<file path="src/rtl/mtest_pkg.sv">
package mtest_pkg;

   typedef enum logic [2:0] {
      EL_FILL0  = 3'd0,
      EL_UP_A   = 3'd1,
      EL_DN_A   = 3'd2,
      EL_UP_B   = 3'd3,
      EL_DN_B   = 3'd4,
      EL_VERIFY = 3'd5
   } elem_e;

   typedef enum logic [2:0] {
      ST_IDLE,
      ST_READ,
      ST_WAIT,
      ST_WRITE,
      ST_DONE
   } state_e;

   function automatic logic el_reads(elem_e e);
      return e != EL_FILL0;
   endfunction

   function automatic logic el_writes(elem_e e);
      return e != EL_VERIFY;
   endfunction

   function automatic logic el_down(elem_e e);
      return (e == EL_DN_A) || (e == EL_DN_B);
   endfunction

   function automatic logic el_write_ones(elem_e e);
      return (e == EL_UP_A) || (e == EL_UP_B);
   endfunction

endpackage

</file>
<file path="src/rtl/mtest_addr.sv">
module mtest_addr #(
   parameter int ADDR_W = 32
) (
   input  logic              clk,
   input  logic              rst_n,
   input  logic              load_i,
   input  logic [ADDR_W-1:0] base_i,
   input  logic [ADDR_W-1:0] end_i,
   input  logic              clr_i,
   input  logic              inc_i,
   input  logic              down_i,
   input  logic              req_i,
   output logic [ADDR_W-1:0] addr_o,
   output logic              last_o,
   output logic              empty_o
);
   localparam int CNT_W = ADDR_W - 2;

   logic [ADDR_W-1:0] base_q, end_q, span, offset;
   logic [CNT_W-1:0]  count_q, idx_q;

   assign span    = end_i - base_i;
   assign empty_o = (end_i <= base_i) || (span[ADDR_W-1:2] == '0);

   always_ff @(posedge clk) begin
      if (!rst_n) begin
         base_q  <= '0;
         end_q   <= '0;
         count_q <= '0;
      end else if (load_i) begin
         base_q  <= base_i;
         end_q   <= end_i;
         count_q <= span[ADDR_W-1:2];
      end
   end

   always_ff @(posedge clk) begin
      if (!rst_n)     idx_q <= '0;
      else if (clr_i) idx_q <= '0;
      else if (inc_i) idx_q <= idx_q + 1'b1;
   end

   assign offset = {idx_q, 2'b00};
   assign addr_o = down_i ? (end_q - ADDR_W'(4) - offset) : (base_q + offset);
   assign last_o = (idx_q == count_q - 1'b1);

   AST_ADDR_IN_REGION: assert property (@(posedge clk) disable iff (!rst_n)
      req_i |-> (addr_o >= base_q) && (addr_o < end_q) && (addr_o[1:0] == 2'b00));

   AST_LOAD_ALIGNED: assert property (@(posedge clk) disable iff (!rst_n)
      load_i |-> (span[1:0] == 2'b00));

endmodule

</file>
<file path="src/rtl/mtest_cmp.sv">
module mtest_cmp #(
   parameter int DATA_W   = 32,
   parameter bit CMP_PIPE = 1'b1
) (
   input  logic              clk,
   input  logic              rst_n,
   input  logic              rvalid_i,
   input  logic [DATA_W-1:0] rdata_i,
   input  logic [DATA_W-1:0] expect_i,
   output logic              res_valid_o,
   output logic              res_bad_o,
   output logic [DATA_W-1:0] res_mask_o
);
   logic [DATA_W-1:0] diff;
   assign diff = rdata_i ^ expect_i;

   generate
      if (CMP_PIPE) begin : g_pipe
         logic              v_q;
         logic [DATA_W-1:0] m_q;
         always_ff @(posedge clk) begin
            if (!rst_n) begin
               v_q <= 1'b0;
               m_q <= '0;
            end else begin
               v_q <= rvalid_i;
               m_q <= rvalid_i ? diff : '0;
            end
         end
         assign res_valid_o = v_q;
         assign res_mask_o  = m_q;
      end else begin : g_comb
         assign res_valid_o = rvalid_i;
         assign res_mask_o  = rvalid_i ? diff : '0;
      end
   endgenerate

   assign res_bad_o = |res_mask_o;

   AST_RESULT_KNOWN: assert property (@(posedge clk) disable iff (!rst_n)
      res_valid_o |-> !$isunknown(res_mask_o));

endmodule

</file>
<file path="src/rtl/mtest_seq.sv">
module mtest_seq
   import mtest_pkg::*;
#(
   parameter int DATA_W = 32
) (
   input  logic              clk,
   input  logic              rst_n,
   input  logic              start_i,
   input  logic              empty_i,
   input  logic              last_i,
   input  logic              res_valid_i,
   input  logic              res_bad_i,
   input  logic [DATA_W-1:0] res_mask_i,
   output logic              load_o,
   output logic              clr_o,
   output logic              inc_o,
   output logic              down_o,
   output logic              mem_req_o,
   output logic              mem_we_o,
   output logic [DATA_W-1:0] mem_wdata_o,
   output logic [DATA_W-1:0] expect_o,
   output logic              busy_o,
   output logic              done_o,
   output logic [DATA_W-1:0] fail_mask_o
);
   state_e            st_q, st_n;
   elem_e             el_q, el_n;
   logic [DATA_W-1:0] mask_q, mask_n;
   logic              adv;

   always_comb begin
      st_n   = st_q;
      el_n   = el_q;
      mask_n = mask_q;
      clr_o  = 1'b0;
      inc_o  = 1'b0;
      load_o = 1'b0;
      adv    = 1'b0;
      unique case (st_q)
         ST_IDLE: if (start_i) begin
            load_o = 1'b1;
            clr_o  = 1'b1;
            mask_n = '0;
            el_n   = EL_FILL0;
            st_n   = empty_i ? ST_DONE : ST_WRITE;
         end
         ST_READ:  st_n = ST_WAIT;
         ST_WAIT:  if (res_valid_i) begin
            if (res_bad_i) begin
               mask_n = mask_q | res_mask_i;
               st_n   = ST_DONE;
            end else if (el_writes(el_q)) begin
               st_n = ST_WRITE;
            end else begin
               adv = 1'b1;
            end
         end
         ST_WRITE: adv  = 1'b1;
         ST_DONE:  st_n = ST_IDLE;
         default:  st_n = ST_IDLE;
      endcase
      if (adv) begin
         if (last_i) begin
            if (el_q == EL_VERIFY) begin
               st_n = ST_DONE;
            end else begin
               el_n  = elem_e'(3'(el_q + 3'd1));
               clr_o = 1'b1;
               st_n  = ST_READ;
            end
         end else begin
            inc_o = 1'b1;
            st_n  = el_reads(el_q) ? ST_READ : ST_WRITE;
         end
      end
   end

   always_ff @(posedge clk) begin
      if (!rst_n) begin
         st_q   <= ST_IDLE;
         el_q   <= EL_FILL0;
         mask_q <= '0;
      end else begin
         st_q   <= st_n;
         el_q   <= el_n;
         mask_q <= mask_n;
      end
   end

   assign down_o      = el_down(el_q);
   assign mem_req_o   = (st_q == ST_READ) || (st_q == ST_WRITE);
   assign mem_we_o    = (st_q == ST_WRITE);
   assign mem_wdata_o = el_write_ones(el_q) ? '1 : '0;
   assign expect_o    = el_down(el_q) ? '1 : '0;
   assign busy_o      = (st_q != ST_IDLE);
   assign done_o      = (st_q == ST_DONE);
   assign fail_mask_o = mask_q;

   AST_FAIL_STOPS_ACCESS: assert property (@(posedge clk) disable iff (!rst_n)
      res_valid_i && res_bad_i |=> !mem_req_o && done_o);

   AST_FAIL_MASK_SET: assert property (@(posedge clk) disable iff (!rst_n)
      res_valid_i && res_bad_i |=> (fail_mask_o != '0));

endmodule

</file>
<file path="src/rtl/mtest_ctrl.sv">
module mtest_ctrl #(
   parameter int ADDR_W   = 32,
   parameter int DATA_W   = 32,
   parameter bit CMP_PIPE = 1'b1
) (
   input  logic              clk,
   input  logic              rst_n,
   input  logic              start,
   input  logic [ADDR_W-1:0] base_addr,
   input  logic [ADDR_W-1:0] end_addr,
   output logic              busy,
   output logic              done,
   output logic [DATA_W-1:0] fail_mask,
   output logic              mem_req,
   output logic              mem_we,
   output logic [ADDR_W-1:0] mem_addr,
   output logic [DATA_W-1:0] mem_wdata,
   input  logic [DATA_W-1:0] mem_rdata,
   input  logic              mem_rvalid
);
   generate
      if (ADDR_W < 4 || ADDR_W > 64) begin : g_bad_addr_w
         $error("mtest_ctrl: ADDR_W must lie in 4..64");
      end
      if (DATA_W < 1) begin : g_bad_data_w
         $error("mtest_ctrl: DATA_W must be at least 1");
      end
   endgenerate

   logic              load, clr, inc, down, last, empty;
   logic              res_valid, res_bad;
   logic [DATA_W-1:0] res_mask, expect_w;

   mtest_addr #(.ADDR_W(ADDR_W)) u_addr (
      .clk(clk), .rst_n(rst_n), .load_i(load), .base_i(base_addr), .end_i(end_addr),
      .clr_i(clr), .inc_i(inc), .down_i(down), .req_i(mem_req),
      .addr_o(mem_addr), .last_o(last), .empty_o(empty)
   );

   mtest_cmp #(.DATA_W(DATA_W), .CMP_PIPE(CMP_PIPE)) u_cmp (
      .clk(clk), .rst_n(rst_n), .rvalid_i(mem_rvalid), .rdata_i(mem_rdata),
      .expect_i(expect_w), .res_valid_o(res_valid), .res_bad_o(res_bad),
      .res_mask_o(res_mask)
   );

   mtest_seq #(.DATA_W(DATA_W)) u_seq (
      .clk(clk), .rst_n(rst_n), .start_i(start), .empty_i(empty), .last_i(last),
      .res_valid_i(res_valid), .res_bad_i(res_bad), .res_mask_i(res_mask),
      .load_o(load), .clr_o(clr), .inc_o(inc), .down_o(down),
      .mem_req_o(mem_req), .mem_we_o(mem_we), .mem_wdata_o(mem_wdata),
      .expect_o(expect_w), .busy_o(busy), .done_o(done), .fail_mask_o(fail_mask)
   );

   AST_REQ_ONLY_BUSY: assert property (@(posedge clk) disable iff (!rst_n)
      mem_req |-> busy);

   AST_DONE_ONE_CYCLE: assert property (@(posedge clk) disable iff (!rst_n)
      done |=> !done);

   AST_WDATA_SOLID: assert property (@(posedge clk) disable iff (!rst_n)
      mem_req && mem_we |-> (mem_wdata == '0) || (mem_wdata == '1));

   AST_START_WHILE_BUSY: assert property (@(posedge clk) disable iff (!rst_n)
      busy && !done |=> busy);

endmodule

</file>
<file path="config.mk">
export PLATFORM = sky130hd
export DESIGN_NAME = mtest_ctrl
export DESIGN_NICKNAME = d
export VERILOG_FILES = /design/src/rtl/mtest_pkg.sv /design/src/rtl/mtest_addr.sv /design/src/rtl/mtest_cmp.sv /design/src/rtl/mtest_seq.sv /design/src/rtl/mtest_ctrl.sv
export SDC_FILE = /design/constraint.sdc
export NUM_CORES = 1
export LEC_CHECK = 0
export BUFFER_PORTS_ARGS = -buffer_cell sky130_fd_sc_hd__buf_4
export CAP_MARGIN = 20
export CORE_MARGIN = 2
export CORE_UTILIZATION = 45
export CTS_CLUSTER_DIAMETER = 200
export CTS_CLUSTER_SIZE = 24
export DETAILED_ROUTE_END_ITERATION = 10
export MAX_ROUTING_LAYER = met4
export SYNTH_ARGS = -nofsm -noshare
export SYNTH_HDL_FRONTEND = slang
export SYNTH_HIERARCHICAL = 1
export SYNTH_SLANG_ARGS = --single-unit
</file>
<file path="constraint.sdc">
create_clock -name clk -period 6.54 [get_ports clk]
set_input_delay 0 -clock clk [delete_from_list [all_inputs] [get_ports clk]]
set_output_delay 0 -clock clk [all_outputs]
set_load 0.01 [all_outputs]
</file>
==> results.txt <==
The flow ran to the end, and the final reports show no timing, DRC or antenna violations. The floorplan die height is 186.5 um. The depth of the most critical reg-to-reg path came out at 21. The peak ir drop on the vdd network came out at 172.8 uV. The number of antenna violations at the first check in global routing is 0.

The kind of launch point of the worst setup path is a register. The global-route congestion overflow total is 0. The number of warnings issued by yosys came out at 6. The count of hold-fix buffers inserted at cts is 97. The layout has 3163 filler cells. The hold violation count in the final report is 0. The sum of negative setup slack is 0 ns. Yosys mapped the design onto 79 distinct sky130hd cell types.

In this run, synthesis inferred 0 flip-flops with an integrated enable. Data on the critical path is required at its endpoint by 6.91 ns. In the synthesized netlist, the number of instances is 1894.

For this block, the via count after detailed routing is 13460. The CTS buffer count came out at 17. The min-delay analysis places its worst path in the category in2reg. The final layout net count is 2313.

Dividing the synthesized area by the synthesized cell count gives 7.916 um^2. The worst setup slack for register-to-register paths is 0.81 ns. The register area share after synthesis came out at 26.04%.

In this run, the combinational gates consume 36.9% of the power. The number of nets in the synthesized netlist is 2122. The critical path is of the reg2reg type. The cell count of the worst hold path came out at 3. The clock edge transition at the registers on the reported setup and hold paths is 0.08 ns.

The endpoint identified for the worst register-to-register timing path is u_addr/idx_q[27]$_SDFFE_PP0P_. The portion of total power attributed to sequential cells came out at 35.5%. CTS placed an instance of sky130_fd_sc_hd__clkbuf_16 at the clock tree root. For hold timing, the worst endpoint is u_cmp/res_mask_o[19]$_SDFF_PN0_. Setup violations remaining at the end of the flow were counted as 0. The wire-length estimate of the detail-placed layout is 30.65 mm.

The number of pins with negative max-slew slack in the final report came to 0. The worst clock skew came out at 0.01987 ns. STA classifies the critical path endpoint as a register.

The die covers 34790 um^2. The pin slew with the least headroom to its limit came out at 1.063 ns. The most used flip-flop cell after synthesis is sky130_fd_sc_hd__dfxtp_1. The number of nets still failing antenna checks after routing came out at 0.

The largest net degree at the start of global routing is 103. After detailed routing, the average wire length per cell comes to 16.17 um. The synthesis-to-layout area growth came out at 19.50%. The number of violations reported at the end of detailed-routing iteration 0 came out at 754. The final critical delay including setup and external delays came out at 5.732 ns. The number of register bits inferred by synthesis is 195. Leaving out fill and tap cells, the most frequent cell in the layout is sky130_fd_sc_hd__buf_4. The insertion delay to the later sink of the worst-skew pair is 0.45 ns. The total area inside the core boundary comes to 32700 um^2. In this run the critical register-to-register path is launched from u_addr/count_q[5]$_SDFFE_PN0P_. The final layout contains routed wiring with a total length of 41.06 mm. The first TritonRoute pass finished after 5 iterations. The remaining max-slew budget at the tightest pin came out at 29.12%.

At the worst endpoint, the arrival time is 6.10 ns. Of the cells placed in the final design, the portion with a size suffix greater than 1 is 12.83%. Using the TritonRoute via totals, the vias-per-cell ratio works out to 5.300. In the layout the commonest cells are 204 x sky130_fd_sc_hd__buf_4, 195 x sky130_fd_sc_hd__dfxtp_1, 183 x sky130_fd_sc_hd__inv_1.

Counting every sink on the clock net gives 195. The synthesized netlist occupies a cell area of 14990 um^2. The top-level I/O count came out at 200.

Timing would allow up to 174.5 MHz. The number of global-route vias before repair came out at 13050. The number of buffers inserted by post-CTS setup repair came out at 0.

The worst hold path begins at mem_rvalid. Cell internal power was estimated by the tool at 2439 uW. The final RePlAce weighted congestion is 0.9111. Setup repair after global routing left no endpoint under its margin. The die outline width came out at 186.5 um. The share of the cycle needed by the critical path after routing is 87.65%.

Max-cap violations in this run came to 0. For this run, design rule violations remaining after detail routing come to 0. Hold is met by 0.1982 ns.

The count of instances resized after the clock tree is built came out at 0. Global routing consumed, over all layers together, 23.93% of the routing resources. The worst-case clock buffer depth is 2. Along the worst path, the maximum fanout reaches 7. The global-route wire length before repair is 66.56 mm. The start point of the critical path is u_addr/count_q[5]$_SDFFE_PN0P_.

The leakage power figure is 0.007806 uW. TritonCTS built the clock tree. The number of diodes added for antenna fixing is 0. The analysis attributes to net switching a power of 1408 uW. The H-tree was split into 4 levels. The starting density of the core came out at 45.85%. Buffers placed on the I/O ports in this run total 199.

The total power density per cell area is 214.7 nW/um^2. The number of rows created at floorplan came out at 66. In this run, the clock network consumes 27.5% of the power. The switching share of power came out at 36.61%. The fraction of registers with async set or reset after synthesis is 0%.
-- critical path, cell delays in order (launching register included) --
cell,delay (ns)
sky130_fd_sc_hd__dfxtp_1,0.37
sky130_fd_sc_hd__or4_4,0.60
sky130_fd_sc_hd__nor4_4,0.28
sky130_fd_sc_hd__or3b_1,0.40
sky130_fd_sc_hd__or4_1,0.60
sky130_fd_sc_hd__nor2_2,0.21
sky130_fd_sc_hd__mux2i_1,0.23
sky130_fd_sc_hd__a211oi_1,0.10
sky130_fd_sc_hd__o211a_1,0.24
sky130_fd_sc_hd__nor3b_2,0.18
sky130_fd_sc_hd__nor3b_1,0.19
sky130_fd_sc_hd__o21ai_0,0.19
sky130_fd_sc_hd__inv_1,0.25
sky130_fd_sc_hd__and4_1,0.23
sky130_fd_sc_hd__and3_1,0.19
sky130_fd_sc_hd__and2_1,0.22
sky130_fd_sc_hd__nor2b_1,0.32
sky130_fd_sc_hd__nand2_1,0.19
sky130_fd_sc_hd__nor2_1,0.25
sky130_fd_sc_hd__nand3_1,0.13
sky130_fd_sc_hd__xor2_1,0.17
sky130_fd_sc_hd__nor2_1,0.10
-- state kept, by name (all words and copies together) (netlist names) --
register,cells
u_seq/fail_mask_o,32
u_addr/count_q,30
u_addr/base_q,32
u_seq/st_q,3
u_addr/end_q,32
u_seq/el_q,3
u_addr/idx_q,30
u_cmp/res_mask_o,32
u_cmp/res_valid_o,1
-- power groups by stage --
stage	Combinational [uW]	Clock, uW	Sequential (uW)
2_1_floorplan	1030	0	1360
3_3_place_gp	1350	0	1390
3_5_place_dp	1360	0	1390
4_1_cts	1420	1080	1370
5_1_grt	1570	1140	1380
6_report	1420	1060	1370
-- worst max-delay path by stage --
stage	endpoint	slack, ns	cells after the start
3_3_place_gp	u_addr/idx_q[27]$_SDFFE_PP0P_	1.03	21
3_5_place_dp	u_addr/idx_q[27]$_SDFFE_PP0P_	0.87	21
5_1_grt	u_addr/idx_q[27]$_SDFFE_PP0P_	0.34	21
2_1_floorplan	u_addr/idx_q[27]$_SDFFE_PP0P_	1.66	22
6_report	u_addr/idx_q[27]$_SDFFE_PP0P_	0.81	21
4_1_cts	u_addr/idx_q[27]$_SDFFE_PP0P_	0.81	21
-- routing by layer --
metal,up-vias,share of wire (%),GRT usage (%)
met2,298,48,40.57
met3,35,4.1,3.103
met4,0,1.4,5.617
met5,-,0,-
met1,6222,46,30.29
li1,6902,-,-
-- synthesized netlist by cell type (all sizes together) (33+ instances only) --
master	instances	area share, %
xnor2	100	5.8
a21oi	129	4.3
nor2	160	4.0
nand2	94	2.4
a21o	33	1.7
buf	90	4.1
mux2i	74	4.9
nand3	42	1.4
nor2b	101	4.2
o211ai	42	2.1
ha	127	11
xor2	53	3.1
o21ai	92	3.1
clkbuf	41	1.0
dfxtp	195	26
inv	184	4.6
-- through the flow --
step	cells	area (um^2)	worst slack, ns	util, %	power (uW)
final	2539	17920	0.8079	54.79	3847
after global routing	2539	17920	0.3445	54.79	4087
after CTS	2538	17890	0.8108	54.71	3865
after detailed placement	2410	16330	0.8668	49.94	2754
after global placement	2409	16320	1.033	49.90	2735
after floorplan	1894	14990	1.663	-	2391
-- layout make-up --
class | count | area [um^2] | area share [%]
Timing Repair Buffer | 303 | 2545 | 14.20
Clock buffer | 17 | 425.4 | 2.374
Tap cell | 442 | 553.0 | 3.087
Inverter | 185 | 696.9 | 3.890
Clock inverter | 14 | 161.4 | 0.9008
Multi-Input combinational cell | 1383 | 9632 | 53.76
Sequential cell | 195 | 3904 | 21.79
-- kinds of logic after synthesis --
logic type / count (synthesis) / synth area share (%)
XOR/XNOR: 153 / 8.938
adder cells (fa/ha/maj): 128 / 10.73
AND/OR/NAND/NOR: 587 / 20.65
AO/OA/AOI/OAI: 437 / 18.63
buffers and inverters: 316 / 9.780
flip-flops: 195 / 26.04
multiplexers: 78 / 5.241
Power figures use the tool's default switching activity.
